## config.mk

```make
export PLATFORM = sky130hd
export DESIGN_NAME = bcd_clock_calendar
export DESIGN_NICKNAME = d
export VERILOG_FILES = /design/src/rtl/bcd_clock_calendar.sv
export SDC_FILE = /design/constraint.sdc
export NUM_CORES = 1
export LEC_CHECK = 0
export BUFFER_PORTS_ARGS = -buffer_cell sky130_fd_sc_hd__buf_2
export CORE_MARGIN = 3
export CORE_UTILIZATION = 47
export DETAILED_ROUTE_END_ITERATION = 6
export PLACE_DENSITY = 0.74
export SLEW_MARGIN = 20
export SYNTH_ARGS = -nofsm -noshare
export SYNTH_HDL_FRONTEND = slang
export SYNTH_SLANG_ARGS = --single-unit
```

## constraint.sdc

```tcl
create_clock -name clk -period 3.6 [get_ports clk]
set_clock_uncertainty 0.05 [all_clocks]
set_input_delay 0.54 -clock clk [delete_from_list [all_inputs] [get_ports clk]]
set_output_delay 0.54 -clock clk [all_outputs]
set_load 0.1 [all_outputs]
```

## src/rtl/bcd_clock_calendar.sv

```systemverilog
module bcd_clock_calendar (
  input  logic        clk,
  input  logic        rst_n,
  input  logic        tick,
  input  logic        load,
  input  logic [63:0] load_data,
  input  logic        snap_req,
  output logic [63:0] now_o,
  output logic [63:0] snap_o
);

  localparam logic [63:0] KEEP = 64'hFF_1F_3F_37_BF_7F_7F_FF;

  function automatic logic [7:0] inc_bcd(input logic [7:0] v);
    return (v[3:0] == 4'd9) ? {v[7:4] + 4'd1, 4'd0} : {v[7:4], v[3:0] + 4'd1};
  endfunction

  logic [7:0] hs, sc, mn, hr, dy, dt, mo, yr;
  logic [7:0] hr_n, last_day;
  logic [6:0] yb;

  assign now_o = {yr, mo, dt, dy, hr, mn, sc, hs};

  wire run  = tick & ~dy[5];
  wire c_hs = run  & (hs == 8'h99);
  wire c_sc = c_hs & (sc == 8'h59);
  wire c_mn = c_sc & (mn == 8'h59);
  wire h11  = hr[4:0] == 5'h11;
  wire h12  = hr[4:0] == 5'h12;
  wire h23  = hr[5:0] == 6'h23;
  wire c_hr = c_mn & (hr[7] ? (h11 & hr[5]) : h23);
  wire c_dt = c_hr & (dt >= last_day);
  wire c_mo = c_dt & (mo == 8'h12);

  wire [3:0] hu = (hr[3:0] == 4'd9) ? 4'd0 : hr[3:0] + 4'd1;
  wire       tc = hr[3:0] == 4'd9;

  assign yb = {3'b000, yr[7:4]} * 7'd10 + {3'b000, yr[3:0]};
  wire leap = yb[1:0] == 2'b00;

  always_comb begin
    if (hr[7]) begin
      if (h11)      hr_n = {2'b10, ~hr[5], 5'h12};
      else if (h12) hr_n = {2'b10, hr[5], 5'h01};
      else          hr_n = {2'b10, hr[5], hr[4] | tc, hu};
    end else begin
      hr_n = h23 ? 8'h00 : {2'b00, hr[5:4] + {1'b0, tc}, hu};
    end
  end

  always_comb begin
    case (mo)
      8'h02:                      last_day = leap ? 8'h29 : 8'h28;
      8'h04, 8'h06, 8'h09, 8'h11: last_day = 8'h30;
      default:                    last_day = 8'h31;
    endcase
  end

  always_ff @(posedge clk or negedge rst_n) begin
    if (!rst_n) begin
      {yr, mo, dt, dy, hr, mn, sc, hs} <= 64'h00_01_01_01_00_00_00_00;
      snap_o <= '0;
    end else begin
      if (snap_req) snap_o <= now_o;
      if (load) begin
        {yr, mo, dt, dy, hr, mn, sc, hs} <= load_data & KEEP;
      end else begin
        if (run)  hs <= c_hs ? 8'h00 : inc_bcd(hs);
        if (c_hs) sc <= (sc == 8'h59) ? 8'h00 : inc_bcd(sc);
        if (c_sc) mn <= (mn == 8'h59) ? 8'h00 : inc_bcd(mn);
        if (c_mn) hr <= hr_n;
        if (c_hr) begin
          dy <= {2'b00, dy[5:4], 1'b0, (dy[2:0] == 3'd7) ? 3'd1 : dy[2:0] + 3'd1};
          dt <= c_dt ? 8'h01 : inc_bcd(dt);
        end
        if (c_dt) mo <= c_mo ? 8'h01 : inc_bcd(mo);
        if (c_mo) yr <= (yr == 8'h99) ? 8'h00 : inc_bcd(yr);
      end
    end
  end

  a_r10_load_wins: assert property (@(posedge clk) disable iff (!rst_n)
    load |=> now_o == ($past(load_data) & KEEP));

  a_r9_stop_holds: assert property (@(posedge clk) disable iff (!rst_n)
    (tick && dy[5] && !load) |=> $stable(now_o));

  a_r2_idle_hold: assert property (@(posedge clk) disable iff (!rst_n)
    (!tick && !load) |=> $stable(now_o));

  a_r11_zero_bits: assert property (@(posedge clk) disable iff (!rst_n)
    (now_o & ~KEEP) == 64'd0);

  a_r12_snap_copy: assert property (@(posedge clk) disable iff (!rst_n)
    snap_req |=> snap_o == $past(now_o));

  a_r12_snap_hold: assert property (@(posedge clk) disable iff (!rst_n)
    !snap_req |=> $stable(snap_o));

endmodule

```

# Word-level counts from Yosys, hierarchy flattened
# Index checks and enable logic that the tools add are counted.
# word_totals
out_inout_bits	128
wordCells	127
ff_bits	128
input_bits	69
# classes
order_cmp	1
reduce_logical	22
n_mul	1
mux	37
addsub	16
bitwise_logic	11
n_eq_ne	22
# ops
operator	count
two-way mux 8 bit	30
adder 4 x 1 -> 4 bit, second input constant	13
== test 4 bit, second input constant	7
nonzero test 3 bit	6
== test 8 x 3 -> 1 bit, second input constant	2
== test 8 x 5 -> 1 bit, second input constant	2
== test 8 x 7 -> 1 bit, second input constant	2
== test 8 bit, second input constant	2
AND reduction 2 bit	7
nonzero test 2 bit	7
== test 5 bit, second input constant	2
one-hot mux 5 bit (2 select lines)	1
bitwise AND 1 bit	8
== test 8 x 2 -> 1 bit, second input constant	1
== test 8 x 4 -> 1 bit, second input constant	1
greater-or-equal comparator 8 bit	1
== test 6 bit, second input constant	1
two-way mux 6 bit	1
two-way mux 5 bit	1
multiplier 4 x 3 -> 1 bit, second input constant	1
two-way mux 4 bit	1
OR reduction 4 bit	1
adder 3 x 1 -> 3 bit, second input constant	1
== test 3 bit, second input constant	1
other kinds (8)	10

# Logic depth before layout (Yosys ltp)
# Gate-level depths: netlist of the first run.
# depth
word_depth	11
ltp_mapped	14
depth_no_buf	13

# Worst setup path before layout of the first run
# No wires, ideal clock.
# synth_timing
kind	register to register
from	register mo[4]
to	register mo[1]
path_stages_with_launch	13
t_required_ns	3.424
arrival_time_ns	3.829
synth_period_minus_slack_ns	4.005
setup_slack_ns	-0.405
setup_ns	0.126
path_buffers	1
cell_sequence	dfrtp_1 -> ha_1 -> nor3b_1 -> mux2i_1 -> o41ai_1 -> o21ai_0 -> ha_1 -> or4b_2 -> nand3_1 -> and2_1 -> clkbuf_1 -> a21oi_2 -> a221o_1
# synth_via
elab_chain_cells	9
word_cells_on_any_way	15
classes_between	order compare: 1; eq/ne: 6; mux: 4; bitwise: 2; reduce/logical: 2
# synth_rtl
item	line	source
from (decl)	18	logic [7:0] hs, sc, mn, hr, dy, dt, mo, yr;
from (signal assigned)	66	{yr, mo, dt, dy, hr, mn, sc, hs} <= load_data & KEEP;
from (signal assigned)	76	if (c_dt) mo <= c_mo ? 8'h01 : inc_bcd(mo);
== test 8 x 3 -> 1 bit (tied with other cells)	52	case (mo)
OR reduction 4 bit	52	
one-hot mux 5 bit (2 select lines)	52	
greater-or-equal comparator 8 bit	32	wire c_dt = c_hr & (dt >= last_day);
bitwise AND 1 bit	32	
bitwise AND 1 bit	33	wire c_mo = c_dt & (mo == 8'h12);
two-way mux 8 bit (2 in series)	76	
two-way mux 8 bit	65	if (load) begin
# Parallel ways exist; a longest one is shown, timed or not. The select of a mux whose other input is x is not followed.
# A chain may end at the register's enable or synchronous reset.

# Final worst setup path of the first run
# layout_timing
from	register mo[5]
to	register yr[1]
# layout_via
elab_chain_cells	7
word_cells_on_any_way	12
classes_between	order compare: 1; eq/ne: 6; mux: 1; bitwise: 2; reduce/logical: 2
# layout_rtl
item	line	source
== test 8 x 3 -> 1 bit (tied with other cells)	52	
OR reduction 4 bit	52	
one-hot mux 5 bit (2 select lines)	52	
greater-or-equal comparator 8 bit	32	
bitwise AND 1 bit	32	
bitwise AND 1 bit *	33	
nonzero test 2 bit (no line) *	-	
to (signal assigned)	66	
to (signal assigned)	77	if (c_mo) yr <= (yr == 8'h99) ? 8'h00 : inc_bcd(yr);
to (decl)	18	
# Every way passes the cells marked *; elsewhere a longest branch is shown, timed or not.

==> results of run 1 <==
[worst paths after layout]
| check | start | end | slack [ps] |
|---|---|---|---|
| setup / recovery | mo[5] | yr[1] | 220 |
| hold / removal | rst_n | snap_o[48] | 140 |
| setup reg to reg | mo[5] | yr[1] | 220 |
| hold reg to reg | snap_o[14] | snap_o[14] | 450 |
| min in group clk | load_data[1] | hs[1] | 280 |
| max in group asynchronous | rst_n | dy[0] | 2530 |
[worst reg2reg max path, stage by stage, from the launching register on]
cell	delay, ps
dfrtp_4	510
inv_1	90
ha_1	140
nor3b_2	180
buf_4	140
nand3_1	100
inv_1	120
nand3_1	70
o21ai_0	90
ha_1	250
or4b_2	660
nand3_1	150
a21oi_1	140
buf_4	210
a21boi_0	160
mux2i_1	190
[cells in the mapped netlist (6+ instances only)]
library cell	n	area, µm²
o211ai_1	9	67.56
nor2_1	31	116.4
nand2b_1	7	43.79
nor3_1	16	80.08
inv_1	23	86.33
and3_1	8	50.05
nor3b_1	7	52.55
ha_1	28	350.3
and2_1	11	68.82
a221o_1	8	80.08
dfrtp_1	117	2928
mux2i_1	9	90.09
clkbuf_1	22	82.58
nand2_1	47	176.4
a21oi_1	24	120.1
o21ai_0	35	175.2
nand3_1	16	80.08
buf_4	8	60.06
mux2_2	66	743.2
and3b_1	6	52.55
[power groups by stage]
stage                     Sequential (µW)  Combinational (µW)  Clock (µW)
after global placement               1860                2840           0
final                                1870                2890        1740
after detailed placement             1890                2880           0
after CTS                            1870                2890        1770
after floorplan                      3600                 628           0
after global routing                 1910                3020        1840
[flip-flops by register name (all words and copies together), names as in the netlist]
name / cells
dt: 8
dy: 5
hr: 7
hs: 8
mn: 8
mo: 8
sc: 8
snap_o: 60
yr: 8
[logic make-up (layout without fill, tap and decap cells)]
group,after synthesis,after routing
DFF,120,120
xor gates and xnor gates,3,3
muxes,75,75
and+or+nand+nor,181,181
AOI/OAI and AO/OA,133,133
adders and majority gates,28,28
other,1,8
buffers and inverters,60,245
[per-stage QoR]
step	std cells	power, µW	util (%)	hold slack (ps)
2_1_floorplan	608	4228	-	194.4
3_3_place_gp	937	4704	56.48	433.5
3_5_place_dp	937	4775	56.48	440.3
4_1_cts	969	6534	61.04	165.8
5_1_grt	969	6765	61.18	200.5
6_report	969	6506	61.18	140.9
[metal layers]
metal | global-route usage (%) | routed length (µm)
met1 | 28.49 | 7188
met2 | 35.92 | 8014
met3 | 5.627 | 990
met4 | 7.889 | 306
met5 | 0 | 7
[area by class of cell]
type	instances	area [µm²]	share of cell area, %
Timing Repair Buffer	190	1011	12.38
Multi-Input combinational cell	428	3222	39.45
Tap cell	176	220.2	2.696
Sequential cell	120	3018	36.95
Clock inverter	8	117.6	1.440
Inverter	23	86.33	1.057
Clock buffer	24	491.7	6.021
==> results.yml, run 1 <==
worst_setup_path:
  reg2reg_depth: 15
  cpMostUsedCell: "nand3_1"
  slowest_stage: "or4b_2"
  timing.critical_path.buf_inv: 4
  cpPeakStageDelay_ps: 660
  crit_type: "reg2reg"
  cp.arrival_ps: 3620
  crit_cells: 15
  cp_data_required_time_ps: 3840
  cp_top_family: "simple AND/OR/NAND/NOR gates"
  crit_chain: "inv_1 > ha_1 > nor3b_2 > buf_4 > nand3_1 > inv_1 > nand3_1 > o21ai_0 > ha_1 > or4b_2 > nand3_1 > a21oi_1 > buf_4 > a21boi_0 > mux2i_1"
  cp-end-kind: "flop"
  critPathMaxFanout: 6
  setup.worst_path.start_class: "flop"
cells_and_area:
  finalNetCount: 877
  drive_gt1_share_pct: 38.84
  filler_cell_count: 1110
  final_cell_area_um2: 8167
  n_antenna_cell: 0
  final_cell_mix: "176 x buf_2, 112 x dfrtp_1, 66 x mux2_2"
  area_delta_synth_final_pct: 26.64
  final_common_cell: "buf_2"
detailed_routing:
  postRouteAntennaNets: 0
  vias: 5418
  viasPerCell: 5.591
  remaining_drc_errors: 0
  drtIter0Drc: 317
  drtPass1Iterations: 5
  routed_wl_mm: 16.51
  wl_per_cell_um: 17.04
logic_synthesis:
  ys_ff_latch: 120
  seq_area_frac_synth_pct: 46.62
  synth-xor-area-share_pct: 0.4075
  synth_edf_count: 0
  yosysUniqueCellTypes: 70
  syn_inst: 601
  async_flop_share_pct: 100.0
  synth_area_um2: 6449
  synthSimpleGateAreaFrac_pct: 15.72
  ys_warn_count: 0
  synthFlopType: "dfrtp_1"
  synth_top_family_by_area: "simple AND/OR/NAND/NOR gates"
  synth_compound_area_share_pct: 14.73
  syn_avg_cell_area_um2: 10.73
  synth.area.mux_share_pct: 12.92
  yosys.area_share.adder_pct: 5.433
sta:
  maxSlewViolCount: 0
  finalCritPeriodShare_pct: 93.88
  finalCriticalPeriod_ps: 3380
  clock.fmax_mhz: 295.9
  fin_setup_tns_ps: 0
  setup_viol: 0
  relSlewSlack_pct: 40.53
  grt_setup_unrepaired: "true"
  setup_ws_ps: 220.3
  worst_slew_pin_slew_ps: 885.3
  hold_violations: 0
placement:
  dpl.hpwl_mm: 11.72
  gp_congestion: 0.8759
  pre_cts_slack_ps: 117.1
  placed_cell_area_um2: 7538
  port_buffers: 177
pwr:
  switching_share_pct: 49.03
  p_leak_uw: 0.003952
  pwr-share-clk_pct: 26.8
  pwr-share-seq_pct: 28.8
  internal-power_uw: 3316
  peakVddDrop_mv: 0.4604
  switchingPower_uw: 3190
  powerDensity_nw_per_um2: 796.7
  comb_power_share_pct: 44.4
floorplan:
  ios: 197
  start_util_pct: 48.31
  die-area_um2: 15160
  dieWidth_um: 123.1
  rows: 42
  coreArea_um2: 13350
  chipHeight_um: 123.1
clocking:
  clock_path_buffers: 2
  cts.hold.buffers_added: 0
  post_cts_buffers: 0
  clock-sinks: 120
  clk_pin_slew_ps: 50
  cts_tree: "done"
  cts_root_buffer: "clkbuf_16"
  insertion_delay_ps: 420
  h-tree-depth: 4
  numCtsBuffers: 17
  cts.repair.resized: 0
run:
  cap_violations: 0
grt:
  antenna_found_initial: 1
  grt_pass1_wl_mm: 26.33
  overflow: 0
  track_usage_pct: 22.03
  grt_max_degree: 82
  grt_pass1_vias: 5357
run_status:
  status: "finished clean"
min_path:
  worstHoldPathType: "in2async"
Power figures use the tool's default switching activity.
==> run 2: changes to the inputs <==
Settings changed: GPL_TIMING_DRIVEN from default to 0.
==> run 2 against run 1 <==
  * Largest cell class unchanged
  * Combinational power rose by 4%
  * Cell count rose by 3.0%
  * Maximum frequency fell by 0.70%
  * Clock-buffer cell count fell by 1
  * Non-clock buffer count rose by 29
  * Sequential cell count did not move
  * Total power rose by 1.3%
  * Sequential power barely moved
  * Wire length rose by 13%
  * Sequential share of layout area fell by 0.79 points
  * Largest power group unchanged
==> results.yml, run 2 (synthesis results as in run 1) <==
placement:
  gp_congestion: 0.8899
  port_buffers: 175
  pre_cts_slack_ps: -334.1
  dpl.hpwl_mm: 13.40
sta:
  setup_ws_ps: 196.5
  setup_viol: 0
  fin_setup_tns_ps: 0
  grt_setup_unrepaired: "false"
  maxSlewViolCount: 0
  hold_violations: 0
  worst_slew_pin_slew_ps: 964.8
  relSlewSlack_pct: 35.19
  clock.fmax_mhz: 293.8
  finalCriticalPeriod_ps: 3403
  finalCritPeriodShare_pct: 94.54
grt:
  grt_max_degree: 68
  antenna_found_initial: 0
  overflow: 0
  grt_pass1_wl_mm: 29.03
  grt_pass1_vias: 5535
  track_usage_pct: 24.95
cells_and_area:
  largest_register_ffs: 60
  area_delta_synth_final_pct: 29.41
  largest_register: "snap_o"
  finalNetCount: 906
  final_cell_mix: "176 x buf_2, 112 x dfrtp_1, 66 x mux2_2"
  drive_gt1_share_pct: 38.98
  final_common_cell: "buf_2"
worst_setup_path:
  critPathMaxFanout: 10
  setup.worst_path.start_class: "flop"
  cp-end-kind: "flop"
  cp_data_required_time_ps: 3850
  cp.arrival_ps: 3650
  crit_type: "reg2reg"
detailed_routing:
  remaining_drc_errors: 0
  drtIter0Drc: 418
  drtPass1Iterations: 5
  routed_wl_mm: 18.66
  wl_per_cell_um: 18.70
  postRouteAntennaNets: 0
  viasPerCell: 5.712
  vias: 5701
floorplan:
  die-area_um2: 15160
  ios: 197
  dieWidth_um: 123.1
  rows: 42
  chipHeight_um: 123.1
  start_util_pct: 48.31
  coreArea_um2: 13350
clocking:
  clk_pin_slew_ps: 50
  cts_tree: "done"
  h-tree-depth: 4
  insertion_delay_ps: 420
  clock-sinks: 120
  cts_root_buffer: "clkbuf_16"
  clock_path_buffers: 2
  numCtsBuffers: 17
pwr:
  peakVddDrop_mv: 0.3858
  p_leak_uw: 0.004008
  powerDensity_nw_per_um2: 789.7
run:
  cap_violations: 0
min_path:
  worstHoldPathType: "in2async"
run_status:
  status: "finished clean"
-- run 2: changes by cell type in the layout (fill, tap and decap cells not counted), moves of 2 or more --
cell / before / now
inv_2: 0 / 2
nor3b_4: 0 / 2
o21ai_0: 35 / 33
buf_12: 2 / 0
clkbuf_1: 3 / 24
buf_1: 0 / 4
inv_1: 23 / 21
buf_6: 0 / 3
buf_4: 12 / 14
nor3b_2: 2 / 0
-- run 2: area by class of cell --
class	instances	area, µm²
fill	1134	5002
multi-input combinational	428	3279
sequential	120	3018
timing repair buffer	182	954.7
clock buffer	23	478.0
tap	176	220.2
buffer	37	186.4
clock inverter	8	120.1
inverter	23	86.33
antenna	1	2.502
-- run 2: report_power, final --
group / switching (µW) / internal (µW) / leakage, µW
Combinational: 2410 / 594 / 0.00227
Sequential: 248 / 1600 / 0.00144
Clock: 604 / 1130 / 0.000289
Total: 3260 / 3330 / 0.00401
-- run 2: per-layer routing --
metal / part of all wire [%] / routed length (µm) / global-route usage [%] / vias to the layer above
li1: - / - / - / 2616
met1: 41 / 7705 / 32.98 / 2804
met2: 50 / 9264 / 40.03 / 251
met3: 7.3 / 1365 / 6.038 / 30
met4: 1.7 / 325 / 9.135 / 0
met5: 0 / 0 / 0 / -
-- run 2: worst paths after layout --
kind | startpoint | endpoint | slack (ps) | depth (start not counted)
worst max-delay path | mo[4] | mo[1] | 200 | 13
worst min-delay path | rst_n | snap_o[48] | 20 | 1
worst max register to register | mo[4] | mo[1] | 200 | 13
worst min register to register | snap_o[14] | snap_o[14] | 450 | 1
max in group asynchronous | rst_n | dy[0] | 2750 | 2
min in group clk | load_data[11] | sc[3] | 260 | 3
-- run 2: metrics by stage --
| stage | hold WS [ps] | cells | instance area, µm² | utilization [%] | total power [µW] |
|---|---|---|---|---|---|
| 6_report | 22.74 | 998 | 8346 | 62.52 | 6591 |
| 5_1_grt | 51.16 | 997 | 8343 | 62.50 | 6841 |
| 4_1_cts | 39.22 | 991 | 8252 | 61.82 | 6545 |
| 3_5_place_dp | 440.5 | 960 | 7617 | 57.07 | 4774 |
| 3_3_place_gp | 433.5 | 959 | 7584 | 56.81 | 4699 |
| 2_1_floorplan | 194.4 | 608 | 6487 | - | 4228 |
-- run 2: worst max-delay path, cell delays in order (launching register included) --
cell     delay (ps)
dfrtp_4         500
inv_2            70
ha_2            180
nor3b_4         190
mux2i_1         120
o41ai_2         370
o21ai_1         120
ha_1            270
or4b_4          540
nand3_2         110
and2_4          150
buf_6           120
a21oi_4          70
a221o_1         410
-- run 2: repair_timing --
| action | 4_1_cts | 5_1_grt |
|---|---|---|
| setup endpoints to repair | 23 | 20 |
| resized for setup | 9 | 12 |
| gates cloned | 0 | 0 |
| pin swaps | 0 | 4 |
| setup buffers | 0 | 6 |
| hold buffers | 0 | 0 |
